==> src/rtl/rxes_pkg.sv <==
package rxes_pkg;
  localparam int NFLAG    = 7;
  localparam int B_PAR    = 0;
  localparam int B_BIP    = 1;
  localparam int B_CONF   = 2;
  localparam int B_VAL    = 3;
  localparam int B_UNLK   = 4;
  localparam int B_CSCRC  = 5;
  localparam int B_QCRC   = 6;

  typedef enum logic [1:0] {
    MARK_SUBFRAME = 2'd0,
    MARK_CSBLK    = 2'd1,
    MARK_QBLK     = 2'd2
  } frame_mark_e;

  // Which framing strobe samples a given flag.
  function automatic frame_mark_e mark_of(input int idx);
    if (idx == B_QCRC) return MARK_QBLK;
    if (idx == B_UNLK || idx == B_CSCRC) return MARK_CSBLK;
    return MARK_SUBFRAME;
  endfunction

  // The channel-status CRC only counts in professional format.
  function automatic logic pro_gate(input int idx, input logic raw, input logic pro);
    if (idx == B_CSCRC) return raw & pro;
    return raw;
  endfunction

  // Next sticky value: a sample beats a clear on the same edge.
  function automatic logic sticky_next(input logic cur, input logic src,
                                       input logic smp, input logic upd,
                                       input logic rd,  input logic lvl);
    if (upd) return rd ? smp : (cur | smp);
    if (rd)  return lvl ? src : 1'b0;
    return cur;
  endfunction
endpackage

==> src/rtl/rxes_sample_gate.sv <==
module rxes_sample_gate #(
  parameter int N = rxes_pkg::NFLAG
) (
  input  logic [N-1:0] raw_i,
  input  logic [N-1:0] mask_i,
  input  logic         pro_i,
  input  logic         sf_stb_i,
  input  logic         cs_stb_i,
  input  logic         q_stb_i,
  output logic [N-1:0] smp_o,
  output logic [N-1:0] upd_o
);
  for (genvar g = 0; g < N; g++) begin : g_flag
    assign smp_o[g] = rxes_pkg::pro_gate(g, raw_i[g], pro_i) & mask_i[g];
    if (rxes_pkg::mark_of(g) == rxes_pkg::MARK_QBLK) begin : g_q
      assign upd_o[g] = q_stb_i;
    end else if (rxes_pkg::mark_of(g) == rxes_pkg::MARK_CSBLK) begin : g_cs
      assign upd_o[g] = cs_stb_i;
    end else begin : g_sf
      assign upd_o[g] = sf_stb_i;
    end
  end
endmodule

==> src/rtl/rxes_flag_cell.sv <==
module rxes_flag_cell (
  input  logic clk_i,
  input  logic rst_ni,
  input  logic smp_i,
  input  logic upd_i,
  input  logic rd_i,
  input  logic lvl_i,
  input  logic mask_i,
  output logic sticky_o,
  output logic src_o,
  output logic bit_o
);
  logic sticky_q, src_q;

  always_ff @(posedge clk_i) begin
    if (!rst_ni) begin
      sticky_q <= 1'b0;
      src_q    <= 1'b0;
    end else begin
      sticky_q <= rxes_pkg::sticky_next(sticky_q, src_q, smp_i, upd_i, rd_i, lvl_i);
      if (upd_i) src_q <= smp_i;
    end
  end

  assign sticky_o = sticky_q;
  assign src_o    = src_q;
  assign bit_o    = sticky_q & mask_i;
endmodule

==> src/rtl/rx_err_status.sv <==
module rx_err_status (
  input  logic       clk_i,
  input  logic       rst_ni,
  input  logic       sf_stb_i,
  input  logic       cs_stb_i,
  input  logic       q_stb_i,
  input  logic       parity_err_i,
  input  logic       biphase_err_i,
  input  logic       conf_err_i,
  input  logic       validity_i,
  input  logic       unlock_i,
  input  logic       cs_crc_err_i,
  input  logic       q_crc_err_i,
  input  logic       pro_mode_i,
  input  logic       level_mode_i,
  input  logic [6:0] err_mask_i,
  input  logic       rd_clr_i,
  output logic [6:0] err_stat_o,
  output logic       err_any_o
);
  localparam int N = rxes_pkg::NFLAG;

  // Named internal events, brought out for the checker.
  logic [N-1:0] raw_vec;
  logic [N-1:0] smp_vec;
  logic [N-1:0] upd_vec;
  logic [N-1:0] sticky_vec;
  logic [N-1:0] src_vec;
  logic [N-1:0] stat_vec;

  always_comb begin
    raw_vec                   = '0;
    raw_vec[rxes_pkg::B_PAR]   = parity_err_i;
    raw_vec[rxes_pkg::B_BIP]   = biphase_err_i;
    raw_vec[rxes_pkg::B_CONF]  = conf_err_i;
    raw_vec[rxes_pkg::B_VAL]   = validity_i;
    raw_vec[rxes_pkg::B_UNLK]  = unlock_i;
    raw_vec[rxes_pkg::B_CSCRC] = cs_crc_err_i;
    raw_vec[rxes_pkg::B_QCRC]  = q_crc_err_i;
  end

  rxes_sample_gate #(.N(N)) u_gate (
    .raw_i    (raw_vec),
    .mask_i   (err_mask_i),
    .pro_i    (pro_mode_i),
    .sf_stb_i (sf_stb_i),
    .cs_stb_i (cs_stb_i),
    .q_stb_i  (q_stb_i),
    .smp_o    (smp_vec),
    .upd_o    (upd_vec)
  );

  for (genvar g = 0; g < N; g++) begin : g_cell
    rxes_flag_cell u_cell (
      .clk_i    (clk_i),
      .rst_ni   (rst_ni),
      .smp_i    (smp_vec[g]),
      .upd_i    (upd_vec[g]),
      .rd_i     (rd_clr_i),
      .lvl_i    (level_mode_i),
      .mask_i   (err_mask_i[g]),
      .sticky_o (sticky_vec[g]),
      .src_o    (src_vec[g]),
      .bit_o    (stat_vec[g])
    );
  end

  assign err_stat_o = stat_vec;
  assign err_any_o  = |stat_vec;
endmodule

==> config.mk <==
export PLATFORM = sky130hd
export DESIGN_NAME = rx_err_status
export DESIGN_NICKNAME = d
export VERILOG_FILES = /design/src/rtl/rxes_pkg.sv /design/src/rtl/rxes_sample_gate.sv /design/src/rtl/rxes_flag_cell.sv /design/src/rtl/rx_err_status.sv
export SDC_FILE = /design/constraint.sdc
export NUM_CORES = 1
export LEC_CHECK = 0
export ABC_AREA = 0
export BUFFER_PORTS_ARGS = -buffer_cell sky130_fd_sc_hd__buf_4
export CAP_MARGIN = 10
export CORE_MARGIN = 2
export CORE_UTILIZATION = 48
export DETAILED_ROUTE_END_ITERATION = 12
export GPL_ROUTABILITY_DRIVEN = 1
export GPL_TIMING_DRIVEN = 0
export PLACE_DENSITY = 0.81
export SLEW_MARGIN = 20
export SYNTH_ARGS = -nofsm -noshare
export SYNTH_HDL_FRONTEND = slang
export SYNTH_SLANG_ARGS = --single-unit
==> constraint.sdc <==
create_clock -name clk_i -period 3.4 [get_ports clk_i]
set_clock_uncertainty 0.15 [all_clocks]
set_input_delay 0.34 -clock clk_i [delete_from_list [all_inputs] [get_ports clk_i]]
set_output_delay 0.34 -clock clk_i [all_outputs]
set_load 0.02 [all_outputs]
Word-level counts from Yosys, hierarchy flattened
Cells that the tools add are included.
W data, S select, Z words.
{ "totals": {"regBits": 14, "out_inout_bits": 8, "word_cells": 95} }
{ "op_classes": {"mux": 55, "bitwise": 22, "n_reduce_logical": 4} }
{ "op_table": {"columns": ["operator", "n"], "rows": [
  ["$mux W1", 55],
  ["$and A1 B1 Y1", 15],
  ["$or A1 B1 Y1", 7],
  ["$reduce_or A7 Y1", 1],
  ["$reduce_bool A2 Y1", 3]
]} }

Longest topological paths before layout
{ "logic_depth": {"word_depth": 8, "depth_mapped": 3, "mapped_depth_nobuf": 2} }

By module
A second synthesis with hierarchy kept.
{ "unflattened": {"hier_cells": 87, "hier_area_um2": 715.7} }
{ "modules_own_cells": {"columns": ["module", "instances", "cells_each", "area_per_inst_um2", "seq_area_each_um2"], "rows": [
  ["rxes_flag_cell", 7, 10, 86.3, 40.0],
  ["rxes_sample_gate", 1, 14, 96.3, 0.0],
  ["rx_err_status", 1, 3, 15.0, 0.0]
]} }

Worst setup path after synthesis
Ideal clock, no wire load.
{ "synth_timing": {"path_kind": "input-to-output", "start": "input err_mask_i[6]", "end": "output err_any_o", "t_arrival_ps": 1193, "required_ps": 2910, "path_slack_ps": 1717, "cell_stages": 2, "n_path_buf": 0, "path_cell_list": "a222oi_1 > or4b_1"} }
{ "synth_between": {"elab_chain_cells": 2} }
{ "synth_rtl": {"columns": ["element", "line", "text"], "rows": [
  ["start, declared", "rx_err_status.sv:16", "input logic [6:0] err_mask_i,"],
  ["$and A1 B1 Y1", "rxes_flag_cell.sv:27", "assign bit_o = sticky_q & mask_i;"],
  ["$reduce_or A7 Y1", "rx_err_status.sv:69", "assign err_any_o = |stat_vec;"],
  ["end, declared", "rx_err_status.sv:19", "output logic err_any_o"]
]} }
Every way passes these cells.

Worst setup path in the final report
{ "layout_timing": {"start": "register g_cell[6].u_cell.sticky_q", "end": "output err_any_o"} }
{ "layout_between": {"elab_chain_cells": 2} }
{ "layout_rtl": {"columns": ["element", "line", "text"], "rows": [
  ["start, declared", "rxes_flag_cell.sv:13", "logic sticky_q, src_q;"],
  ["start signal, assigned", "rxes_flag_cell.sv:20", "sticky_q <= rxes_pkg::sticky_next(sticky_q, src_q, smp_i, upd_i, rd_i, lvl_i);"],
  ["$and A1 B1 Y1", "rxes_flag_cell.sv:27", null],
  ["$reduce_or A7 Y1", "rx_err_status.sv:69", null]
]} }
Every way passes these cells.

==> run_results.csv <==
group,metric,value,unit
run_status,status,"completed",
sta,slew_headroom,71.6,%
die,io_pins,30,
power_and_ir_drop,p_leak,0.407,nW
global_route,gr-total-overflow,0,
cts,cts_setup_buffers,0,
setup_path,critPathArrivalTime,1.66,ns
route,first_pass_iters,4,
setup_path,critical_path.max_fanout,3,
synthesis,synth_top_cell_by_area,"dfxtp_1",
run,max-cap-violations,0,
synthesis,yosysUniqueCellTypes,15,
synthesis,ys_top_cells_by_area,"dfxtp_1 41%, nand2b_1 13%, nand4b_1 8.9%",
route,drt_iter0_markers,5,
route,top_layer,"met4",
route,route.met3.wl,69,µm
synthesis,postSynth.asyncResetShare,0,%
sta,fin_crit,2.15,ns
cts,clkTransAtPathRegs,0.09,ns
cts,postCtsResizedCells,0,
route,drc_errors,0,
route,antenna_left,0,
setup_path,start_kind,"flip-flop",
cts,cts_tree,"done",
setup_path,worst_setup_path_end_kind,"output pin",
route,wl,1560,µm
route,wl_per_cell,12.5,µm
final_layout,num_antenna_cells,0,
sta,slew_viol_final,0,
sta,hold_ws,0.168,ns
power_and_ir_drop,power_density,371,mW/mm²
cts,cts_buffers,3,
cts,clockBufferDepth,2,
global_route,grt_usage,19.6,%
sta,setup_tns,0,ns
sta,fmax,465,MHz
die,fp.dieArea,0.00175,mm²
die,fp.dieH,41.8,µm
final_layout,seqCellArea,280,µm²
global_route,grt_pass1_vias,608,
final_layout,fillers,104,
die,core_region_area,0.00132,mm²
route,via_per_inst,5.27,
sta,setup_ws,1.25,ns
synthesis,syn_avg_cell_area,8.90,µm²
synthesis,synthCells,77,
synthesis,yosysWarnings,0,
die,initial_core_util,52.0,%
global_route,antenna_found_initial,0,
cts,cts_hold_buf,0,
sta,finalSetupViolCount,0,
sta,rsz0062_at_grt,"false",
route,drt-met1-wl,693,µm
global_route,grt_pass1_wl,2610,µm
placement,port_buffers,29,
synthesis,syn_nets,99,
synthesis,yosys-top-cells-count,"14 x dfxtp_1, 14 x nand2b_1",
synthesis,synth_top_area_share,40.9,%
sta,finalCritPeriodShare,63.3,%
die,fp.dieW,41.8,µm
cts,h-tree-depth,1,
route,via_count,659,
cts,clock_sinks,14,
cts,cts_root_buf,"clkbuf_4",
setup_path,required,2.91,ns
synthesis,ys_seq_area_share,40.9,%
cts,insertion_delay,0.29,ns
synthesis,ys.flop_type,"dfxtp_1",
final_layout,nets,133,
global_route,grt_max_degree,11,
synthesis,synth_area,686,µm²
worst_hold_path,hold_class,"in -> reg",
setup_path,path_class,"reg -> out",
synthesis,ys_ff_latch,14,
sta,finalHoldViolations,0,
sta,tightest_slew,0.426,ns
final_layout,layout-drive-gt1-share,37.3,%
power_and_ir_drop,irDropWorstVdd,264,µV
placement,pre_cts_slack,1.40,ns
final_layout,area_growth,39.8,%
die,num_rows,13,
placement,gp_congestion,0.722,
route,routed-wl-met2,776,µm
synthesis,synth_edf_count,0,
final_layout,multi_input_area,338,µm²
## critical path, cell delays in order (launching register included)
cell      delay [ns]
dfxtp_1         0.34
a222oi_1        0.40
or4b_1          0.47
buf_4           0.17
## cell type report
type | count | area share [%]
Inverter | 1 | 0.392
Tap cell | 15 | 1.96
Sequential cell | 14 | 29.2
Buffer | 10 | 6.66
Clock buffer | 4 | 3.79
Timing Repair Buffer | 29 | 22.7
Multi-Input combinational cell | 52 | 35.2
## logic make-up after synthesis
| family | count (synthesis) | share of synthesized area, % |
|---|---|---|
| simple gates | 36 | 35.0 |
| compound gates | 16 | 14.2 |
| flops | 14 | 40.9 |
| buf+inv | 11 | 9.85 |
## flip-flops by register name, summed over array words and instances (netlist names)
name and flops:
g_cell.u_cell.sticky_o 7, g_cell.u_cell.src_o 7
## per-layer routing
| metal | track usage, % | vias to the layer above |
|---|---|---|
| li1 | - | 337 |
| met1 | 25.3 | 303 |
| met2 | 30.3 | 15 |
| met3 | 4.78 | 4 |
| met4 | 9.68 | 0 |
| met5 | 0 | - |
## cells in the final DEF, fill, tap and decap left out
cell       n
buf_4     36
nand2b_1  14
dfxtp_1   14
nand4b_1   7
a31oi_1    7
a21oi_1    7
and2_1     6
nand3_1    6
clkbuf_1   3
clkbuf_4   3
and2_2     1
a22o_1     1
a222oi_1   1
or4b_1     1
inv_1      1
nand4_1    1
clkbuf_8   1
## final timing paths
check                                                            start                                     end  slack [ns]  cells past startpoint
worst max-delay path            g_cell[6].u_cell.sticky_o$_SDFFE_PN0P_                               err_any_o        1.25                      3
worst min register to register     g_cell[0].u_cell.src_o$_SDFFE_PN0P_     g_cell[0].u_cell.src_o$_SDFFE_PN0P_        0.32                      2
worst max register to register     g_cell[4].u_cell.src_o$_SDFFE_PN0P_  g_cell[4].u_cell.sticky_o$_SDFFE_PN0P_        2.55                      2
worst min-delay path                                          sf_stb_i     g_cell[0].u_cell.src_o$_SDFFE_PN0P_        0.17                      3
## stage by stage
step                utilization [%]  cells  total power [mW]  area (µm²)
detailed placement             70.0    121             0.236         922
global route                   72.7    125             0.375         958
global placement               70.0    121             0.234         922
CTS                            72.7    125             0.360         958
finish                         72.7    125             0.355         958
floorplan                         -     77             0.203         686
## report_power, final
| part | switching [mW] | internal (mW) |
|---|---|---|
| clock | 0.0584 | 0.0653 |
| sequential | 0.00347 | 0.170 |
| combinational | 0.0247 | 0.0331 |
Power figures use the tool's default switching activity.
